$ cat config.mk
export PLATFORM = sky130hd
export DESIGN_NAME = uart_dual_len
export DESIGN_NICKNAME = d
export VERILOG_FILES = /design/src/rtl/uartdl_pkg.sv /design/src/rtl/uartdl_tx.sv /design/src/rtl/uartdl_rx.sv /design/src/rtl/uart_dual_len.sv
export SDC_FILE = /design/constraint.sdc
export NUM_CORES = 1
export LEC_CHECK = 0
export BUFFER_PORTS_ARGS = -buffer_cell sky130_fd_sc_hd__buf_2
export CAP_MARGIN = 20
export CELL_PAD_IN_SITES_DETAIL_PLACEMENT = 0
export CELL_PAD_IN_SITES_GLOBAL_PLACEMENT = 1
export CORE_ASPECT_RATIO = 1.1
export CORE_MARGIN = 5
export CORE_UTILIZATION = 45
export CTS_BUF_LIST = sky130_fd_sc_hd__clkbuf_2 sky130_fd_sc_hd__clkbuf_4 sky130_fd_sc_hd__clkbuf_8
export DETAILED_ROUTE_END_ITERATION = 7
export GPL_TIMING_DRIVEN = 1
export MAX_ROUTING_LAYER = met4
export PLACE_DENSITY = 0.89
export SLEW_MARGIN = 10
export SYNTH_ARGS = -nofsm -noshare
export SYNTH_HDL_FRONTEND = slang
export SYNTH_SLANG_ARGS = --single-unit
$ cat constraint.sdc
create_clock -name clk -period 2.3 [get_ports clk]
set_clock_uncertainty 0.05 [all_clocks]
set_input_delay 0.23 -clock clk [delete_from_list [all_inputs] [get_ports clk]]
set_output_delay 0.23 -clock clk [all_outputs]
set_load 0.02 [all_outputs]
$ cat src/rtl/uartdl_pkg.sv
package uartdl_pkg;

  typedef enum logic [2:0] {
    PH_IDLE,
    PH_START,
    PH_DATA,
    PH_PAR,
    PH_STOP
  } phase_t;

  // Parity bit over the low nb bits of d: even sense gives XOR, odd sense its inverse.
  function automatic logic frame_parity(input logic [31:0] d, input int nb, input logic odd);
    logic x;
    x = 1'b0;
    for (int i = 0; i < 32; i++) begin
      if (i < nb) x = x ^ d[i];
    end
    return x ^ odd;
  endfunction

endpackage

$ cat src/rtl/uartdl_tx.sv
module uartdl_tx
  import uartdl_pkg::*;
#(
  parameter int BYTE_W = 8,
  parameter int OVS    = 16
) (
  input  logic              clk,
  input  logic              rst_n,
  input  logic              tick,
  input  logic              en,
  input  logic              go,
  input  logic              wide,
  input  logic              par_on,
  input  logic              par_odd,
  input  logic [BYTE_W-1:0] lo,
  input  logic [BYTE_W-1:0] hi,
  output logic              txd,
  output logic              busy,
  output logic              done
);
  localparam int FW = 2 * BYTE_W;
  localparam int CW = $clog2(OVS);
  localparam int NW = $clog2(FW + 1);

  phase_t         ph;
  logic [CW-1:0]  cnt;
  logic [NW-1:0]  bitn;
  logic [FW-1:0]  sr;
  logic           wide_q, pon_q, pbit_q, txd_q;
  logic           accept, bit_end;
  logic [NW-1:0]  nbits;

  assign accept  = en && go && (ph == PH_IDLE);
  assign bit_end = tick && (cnt == CW'(OVS - 1));
  assign nbits   = wide_q ? NW'(FW) : NW'(BYTE_W);
  assign done    = en && bit_end && (ph == PH_STOP);
  assign busy    = (ph != PH_IDLE);
  assign txd     = txd_q;

  always_ff @(posedge clk) begin
    if (!rst_n || !en) begin
      ph     <= PH_IDLE;
      cnt    <= '0;
      bitn   <= '0;
      sr     <= '0;
      wide_q <= 1'b0;
      pon_q  <= 1'b0;
      pbit_q <= 1'b0;
      txd_q  <= 1'b1;
    end else if (accept) begin
      ph     <= PH_START;
      cnt    <= '0;
      txd_q  <= 1'b0;
      sr     <= {hi, lo};
      wide_q <= wide;
      pon_q  <= par_on;
      pbit_q <= frame_parity(32'({hi, lo}), wide ? FW : BYTE_W, par_odd);
    end else if (busy && tick) begin
      if (bit_end) begin
        cnt <= '0;
        case (ph)
          PH_START: begin
            ph    <= PH_DATA;
            txd_q <= sr[0];
            sr    <= sr >> 1;
            bitn  <= NW'(1);
          end
          PH_DATA: begin
            if (bitn == nbits) begin
              ph    <= pon_q ? PH_PAR : PH_STOP;
              txd_q <= pon_q ? pbit_q : 1'b1;
            end else begin
              txd_q <= sr[0];
              sr    <= sr >> 1;
              bitn  <= bitn + 1'b1;
            end
          end
          PH_PAR: begin
            ph    <= PH_STOP;
            txd_q <= 1'b1;
          end
          default: begin
            ph    <= PH_IDLE;
            txd_q <= 1'b1;
          end
        endcase
      end else begin
        cnt <= cnt + 1'b1;
      end
    end
  end


  tx_idle_high_chk: assert property (@(posedge clk) disable iff (!rst_n)
    !busy |-> txd);

  tx_start_low_chk: assert property (@(posedge clk) disable iff (!rst_n)
    $rose(busy) |-> !txd);

  tx_stop_high_chk: assert property (@(posedge clk) disable iff (!rst_n)
    (ph == PH_STOP) |-> txd);

  tx_go_ignored_chk: assert property (@(posedge clk) disable iff (!rst_n)
    (busy && go && en && !done) |=> busy);

endmodule

$ cat src/rtl/uartdl_rx.sv
module uartdl_rx
  import uartdl_pkg::*;
#(
  parameter int BYTE_W = 8,
  parameter int OVS    = 16
) (
  input  logic              clk,
  input  logic              rst_n,
  input  logic              tick,
  input  logic              en,
  input  logic              wide,
  input  logic              par_on,
  input  logic              par_odd,
  input  logic              rxd,
  output logic [BYTE_W-1:0] lo,
  output logic [BYTE_W-1:0] hi,
  output logic              bad,
  output logic              done,
  output logic              busy
);
  localparam int FW   = 2 * BYTE_W;
  localparam int CW   = $clog2(OVS);
  localparam int NW   = $clog2(FW + 1);
  localparam int HALF = OVS / 2;

  logic           s1, s2;
  phase_t         ph;
  logic [CW-1:0]  cnt;
  logic [NW-1:0]  bitn;
  logic [FW-1:0]  sr;
  logic           wide_q, odd_q, pon_q, pbit;
  logic [FW-1:0]  word;
  logic [NW-1:0]  nbits;
  logic           bit_end, start_reject, par_err;

  assign bit_end      = tick && (cnt == CW'(OVS - 1));
  assign start_reject = tick && (ph == PH_START) && (cnt == CW'(HALF - 1)) && s2;
  assign nbits        = wide_q ? NW'(FW) : NW'(BYTE_W);
  assign word         = wide_q ? sr : {{BYTE_W{1'b0}}, sr[FW-1:BYTE_W]};
  assign par_err      = pon_q && (pbit != frame_parity(32'(word), int'(nbits), odd_q));
  assign done         = en && bit_end && (ph == PH_STOP);
  assign busy         = (ph != PH_IDLE);

  always_ff @(posedge clk) begin
    if (!rst_n) begin
      s1 <= 1'b1;
      s2 <= 1'b1;
    end else begin
      s1 <= rxd;
      s2 <= s1;
    end
  end

  always_ff @(posedge clk) begin
    if (!rst_n) begin
      ph <= PH_IDLE; cnt <= '0; bitn <= '0; sr <= '0;
      wide_q <= 1'b0; odd_q <= 1'b0; pon_q <= 1'b0; pbit <= 1'b0;
      lo <= '0; hi <= '0; bad <= 1'b0;
    end else if (!en) begin
      ph  <= PH_IDLE;
      cnt <= '0;
    end else if (tick) begin
      case (ph)
        PH_IDLE: begin
          if (!s2) begin
            ph     <= PH_START;
            cnt    <= '0;
            wide_q <= wide;
            odd_q  <= par_odd;
            pon_q  <= par_on;
          end
        end
        PH_START: begin
          if (cnt == CW'(HALF - 1)) begin
            cnt  <= '0;
            bitn <= '0;
            ph   <= s2 ? PH_IDLE : PH_DATA;
          end else begin
            cnt <= cnt + 1'b1;
          end
        end
        PH_DATA: begin
          if (bit_end) begin
            cnt  <= '0;
            sr   <= {s2, sr[FW-1:1]};
            bitn <= bitn + 1'b1;
            if (NW'(bitn + 1'b1) == nbits) ph <= pon_q ? PH_PAR : PH_STOP;
          end else begin
            cnt <= cnt + 1'b1;
          end
        end
        PH_PAR: begin
          if (bit_end) begin
            cnt  <= '0;
            pbit <= s2;
            ph   <= PH_STOP;
          end else begin
            cnt <= cnt + 1'b1;
          end
        end
        default: begin
          if (bit_end) begin
            cnt <= '0;
            ph  <= PH_IDLE;
            lo  <= word[BYTE_W-1:0];
            hi  <= word[FW-1:BYTE_W];
            bad <= par_err || !s2;
          end else begin
            cnt <= cnt + 1'b1;
          end
        end
      endcase
    end
  end


  rx_false_start_chk: assert property (@(posedge clk) disable iff (!rst_n)
    (en && start_reject) |=> !busy);

  rx_one_byte_hi_chk: assert property (@(posedge clk) disable iff (!rst_n)
    (done && !wide_q) |=> (hi == '0));

  rx_frame_ends_chk: assert property (@(posedge clk) disable iff (!rst_n)
    done |=> !busy);

endmodule

$ cat src/rtl/uart_dual_len.sv
module uart_dual_len #(
  parameter int BYTE_W = 8,
  parameter int OVS    = 16
) (
  input  logic              clk,
  input  logic              rst_n,
  input  logic              baud_tick,
  input  logic              tx_enable,
  input  logic              tx_wide,
  input  logic              tx_par_on,
  input  logic              tx_par_odd,
  input  logic [BYTE_W-1:0] tx_byte_lo,
  input  logic [BYTE_W-1:0] tx_byte_hi,
  input  logic              tx_go,
  output logic              txd,
  output logic              tx_busy,
  output logic              tx_end_flag,
  input  logic              tx_end_clr,
  input  logic              rx_enable,
  input  logic              rx_wide,
  input  logic              rx_par_on,
  input  logic              rx_par_odd,
  input  logic              rxd,
  output logic [BYTE_W-1:0] rx_byte_lo,
  output logic [BYTE_W-1:0] rx_byte_hi,
  output logic              rx_bad,
  output logic              rx_end_flag,
  input  logic              rx_end_clr
);
  logic tx_done_ev, rx_done_ev, rx_active;

  uartdl_tx #(.BYTE_W(BYTE_W), .OVS(OVS)) u_tx (
    .clk(clk), .rst_n(rst_n), .tick(baud_tick), .en(tx_enable), .go(tx_go),
    .wide(tx_wide), .par_on(tx_par_on), .par_odd(tx_par_odd),
    .lo(tx_byte_lo), .hi(tx_byte_hi),
    .txd(txd), .busy(tx_busy), .done(tx_done_ev)
  );

  uartdl_rx #(.BYTE_W(BYTE_W), .OVS(OVS)) u_rx (
    .clk(clk), .rst_n(rst_n), .tick(baud_tick), .en(rx_enable),
    .wide(rx_wide), .par_on(rx_par_on), .par_odd(rx_par_odd), .rxd(rxd),
    .lo(rx_byte_lo), .hi(rx_byte_hi), .bad(rx_bad),
    .done(rx_done_ev), .busy(rx_active)
  );

  always_ff @(posedge clk) begin
    if (!rst_n) begin
      tx_end_flag <= 1'b0;
      rx_end_flag <= 1'b0;
    end else begin
      if (tx_done_ev)      tx_end_flag <= 1'b1;
      else if (tx_end_clr) tx_end_flag <= 1'b0;
      if (rx_done_ev)      rx_end_flag <= 1'b1;
      else if (rx_end_clr) rx_end_flag <= 1'b0;
    end
  end


  tx_flag_set_chk: assert property (@(posedge clk) disable iff (!rst_n)
    tx_done_ev |=> tx_end_flag);

  rx_flag_hold_chk: assert property (@(posedge clk) disable iff (!rst_n)
    (rx_end_flag && !rx_end_clr) |=> rx_end_flag);

  rx_disabled_quiet_chk: assert property (@(posedge clk) disable iff (!rst_n)
    !rx_enable |=> !rx_active);

endmodule

==> impl_results.md <==
* Buffers on Ports at a little over 50
* Clock power frac at 35.1%
* Half-perimeter wire length after detailed placement at roughly 6200 microns
* Post-synthesis compound-gate area fraction at 17.4%
* Power share of the combinational group at between 7 and 8%
* Largest net degree at the start of global routing at 51
* Global-route met3 utilization at about 2.6%
* Hold slack final at about 0.023 ns
* Floorplan die width at around 100 microns
* Ranking of synthesized cells by area: sky130_fd_sc_hd__dfxtp_1, sky130_fd_sc_hd__mux2i_1, sky130_fd_sc_hd__nand2_1, sky130_fd_sc_hd__xnor2_1, sky130_fd_sc_hd__a21boi_1
* Remaining max-slew budget at the tightest pin at approximately 60%
* Initial Util at approximately 46%
* Number of antenna-violating nets in the routed design at 0
* Main combinational cell family by area after synthesis: simple AND/OR/NAND/NOR gates
* Total of hold buffers inserted after clock tree synthesis at 0
* Period utilisation layout at 85.9%
* Wirelength, routed at around 8500 microns
* Die area at 11200 sq um
* Synth Cell Area at between 4000 and 5000 sq um
* Clock transition time at the flip-flop clock pins of the worst setup and hold paths at approximately 0.080 ns
* Number of standard cells in the layout, taps in and fillers out at 637
* Clock root buffer: sky130_fd_sc_hd__clkbuf_8
* Total routing resource utilization after global routing at 16.1%
* Post-Place Cells at 622
* Core Region at about 9000 sq um
* EDFF count, synth at 0
* Busiest metal layer after global routing: met2
* Placed standard-cell area at between 4000 and 5000 sq um
* Class of the worst hold path: in2reg
* Most used cells in the layout excluding fill and tap cells: sky130_fd_sc_hd__dfxtp_1, sky130_fd_sc_hd__nand2_1, sky130_fd_sc_hd__buf_2, sky130_fd_sc_hd__a21oi_1, sky130_fd_sc_hd__mux2i_1
* Post-layout min period at 1.98 ns
* Xor and xnor area share after synthesis at under 10%
* GP Congestion at about 0.75
* Design internal power at between 1.5 and 2 mW
* Classification of the worst setup path: reg2reg
* Most frequent standard cell in the layout excluding fill and tap cells: sky130_fd_sc_hd__dfxtp_1
* CTS Sinks at 85
* Global-route wire length before repair at roughly 15000 microns
* Leak pwr at between 1.5 and 2 nW
* Number of placed I/O pins at 52
* Yosys reg bits at between 80 and 90
* Rows at 36
* Largest area contributor in the synthesized netlist: sky130_fd_sc_hd__dfxtp_1
* First-pass iteration count of the detailed router at 5
* FMAX at 506 MHz
* Switching fraction of total power at between 20% and 30%
* Critical Path Sink Type: register
* Count of different cell masters after synthesis at 54
* Total count of max-transition violations in the final report at 0
* Antenna diode count at 0
* Pre-CTS WS at between 0.3 and 0.4 ns
* Power, Total at between 2 and 3 mW
* # setup viols final at 0
* Synth Area in Adders at under 10%
* Synthesized netlist net count at 512
* Final worst-path setup slack at roughly 0.32 ns
* Number of antenna violations at the first check in global routing at 0
* DRC violations left at 0
* Run status: finished clean
* Primary FF master, synth: sky130_fd_sc_hd__dfxtp_1
* Cells after synthesis at around 480
* H-tree level count at 3
* Met1 track demand over resource in global routing at just under 20%
* Area growth from synthesis to layout at 12.5%
* Detailed-route vias per instance at roughly 5.3
* Required @ worst endpoint at between 2 and 3 ns
* Post-CTS setup repair buffer count at 0
* Die height at between 100 and 150 microns
* Hold Fails Final Rpt at 0
* Number of global-route vias before repair at approximately 3300
* Number of warnings reported in the yosys synthesis log at 0
* Net Sw Power at 625 uW
* Top cell type's share of synthesized area at between 40% and 50%
* Share of layout cells above drive strength 1 at approximately 16%
* Worst Tran Pin Value at between 0.5 and 0.6 ns
* Number of resized instances in the post-cts repair step at 0
* Setup Total Neg Slack at 0 ns
* Async SR Flop Fraction at 0%
* Maximum root-to-sink buffer count at 2
* Insertion delay of the later-clocked pin in the worst-skew pair at between 0.3 and 0.4 ns
* Max VDD drop at a little under 0.0003 V
* Inserted Clock Buffers at 9
* Final design area excluding fillers at around 4600 sq um
* Net count reported at finish at between 500 and 600
* Final core utilization at between 50% and 60%
* Data arrival time at the worst-slack endpoint at ~2.2 ns
* Element type at the critical path start: register
* Number of max-capacitance violations reported at 0
* Mean Syn Cell Area at slightly below 9 sq um
* Fill cell total of the finished layout at ~840
* Routed via count at 3379
* Clock tree from TritonCTS: yes
* Iter 0 DRT Violations at 139
* Total gr overflow at 0
* Simple-gate portion of the synthesized area at between 20% and 30%
* Met2 layer usage reported by global route at 26.7%
* Total power divided by cell area at between 500 and 600 nW/um^2
* Seq/Total Area, Yosys at 41.3%
* Proportion of power drawn by flip-flops and latches at 57.4%
* Crit path max fanout at 19
* Mux contribution to synthesized area at under 10%
* Average wire per cell in the routed design at roughly 13 microns
* Setup repair after global routing missed its margin: false
final timing paths:
| check | startpoint | end | slack (ns) | depth (start not counted) |
|---|---|---|---|---|
| hold / removal | rxd | u_rx.s1$_SDFF_PN1_ | 0.02 | 2 |
| setup reg to reg | u_rx.cnt[0]$_SDFFE_PN0P_ | u_rx.hi[1]$_SDFFE_PN0P_ | 0.32 | 7 |
| hold reg to reg | u_rx.s1$_SDFF_PN1_ | u_rx.s2$_SDFF_PN1_ | 0.36 | 1 |
| setup / recovery | u_rx.cnt[0]$_SDFFE_PN0P_ | u_rx.hi[1]$_SDFFE_PN0P_ | 0.32 | 7 |
registers in the layout, summed over array words and instances (netlist names), 3 cells and up:
name	count
u_rx.sr	16
u_tx.sr	16
u_rx.hi	8
u_rx.lo	8
u_rx.bitn	5
u_tx.bitn	5
u_rx.cnt	4
u_tx.cnt	4
u_rx.ph	3
u_tx.ph	3
logic make-up after synthesis:
kind of cell / after synthesis
flip-flops: 85
AO/OA/AOI/OAI: 111
AND/OR/NAND/NOR: 172
adder cells (fa/ha/maj): 5
buffers and inverters: 35
multiplexers: 31
XOR/XNOR: 37
final cells by class:
cell class	count	area [sq um]	share of cell area (%)
clock buffers	11	139	2.99
clock inverters	4	26.3	0.566
well taps	114	143	3.07
inverters	7	26.3	0.566
repair buffers	60	335	7.23
multi-input cells	356	2270	48.9
flip-flops and latches	85	1700	36.7
cells in the mapped netlist (2+ instances only):
cell type and n:
sky130_fd_sc_hd__buf_4 2, sky130_fd_sc_hd__o211a_1 10, sky130_fd_sc_hd__and3_1 2, sky130_fd_sc_hd__nand3_1 25
sky130_fd_sc_hd__clkbuf_1 18, sky130_fd_sc_hd__nor3_1 2, sky130_fd_sc_hd__o21ai_0 18, sky130_fd_sc_hd__inv_1 6
sky130_fd_sc_hd__nand3b_1 4, sky130_fd_sc_hd__or4_1 2, sky130_fd_sc_hd__nand2b_1 4, sky130_fd_sc_hd__ha_1 5
sky130_fd_sc_hd__nor3b_1 5, sky130_fd_sc_hd__mux2i_1 30, sky130_fd_sc_hd__xor2_1 8, sky130_fd_sc_hd__nand2_1 76
sky130_fd_sc_hd__nor4_1 3, sky130_fd_sc_hd__nor2b_1 9, sky130_fd_sc_hd__or3_1 5, sky130_fd_sc_hd__a21oi_1 37
sky130_fd_sc_hd__o21ai_1 6, sky130_fd_sc_hd__nor2_1 19, sky130_fd_sc_hd__and2_1 3, sky130_fd_sc_hd__a21boi_1 26
sky130_fd_sc_hd__buf_2 6, sky130_fd_sc_hd__dfxtp_1 85, sky130_fd_sc_hd__nand4b_1 2, sky130_fd_sc_hd__nand4_1 4
sky130_fd_sc_hd__xnor2_1 29
worst max-delay path, stage by stage, from the launching register on:
cell	delay [ns]
sky130_fd_sc_hd__dfxtp_1	0.38
sky130_fd_sc_hd__ha_1	0.22
sky130_fd_sc_hd__and3_1	0.18
sky130_fd_sc_hd__and3_1	0.24
sky130_fd_sc_hd__and2_1	0.30
sky130_fd_sc_hd__buf_4	0.28
sky130_fd_sc_hd__nand3_1	0.11
sky130_fd_sc_hd__a21boi_1	0.15
power groups by stage:
stage / logic, mW / registers, mW / clock network [mW]
finish: 0.196 / 1.50 / 0.916
detailed placement: 0.199 / 1.54 / 0
CTS: 0.199 / 1.50 / 0.945
floorplan: 0.141 / 1.53 / 0
global placement: 0.196 / 1.53 / 0
global route: 0.219 / 1.50 / 1.01
per-layer routing:
layer	routed length, microns	share of wire, %
met1	3920	46
met2	4250	50
met3	255	3.0
met4	90	1.1
met5	0	0
Note: power is estimated with default switching activity, not from simulation.
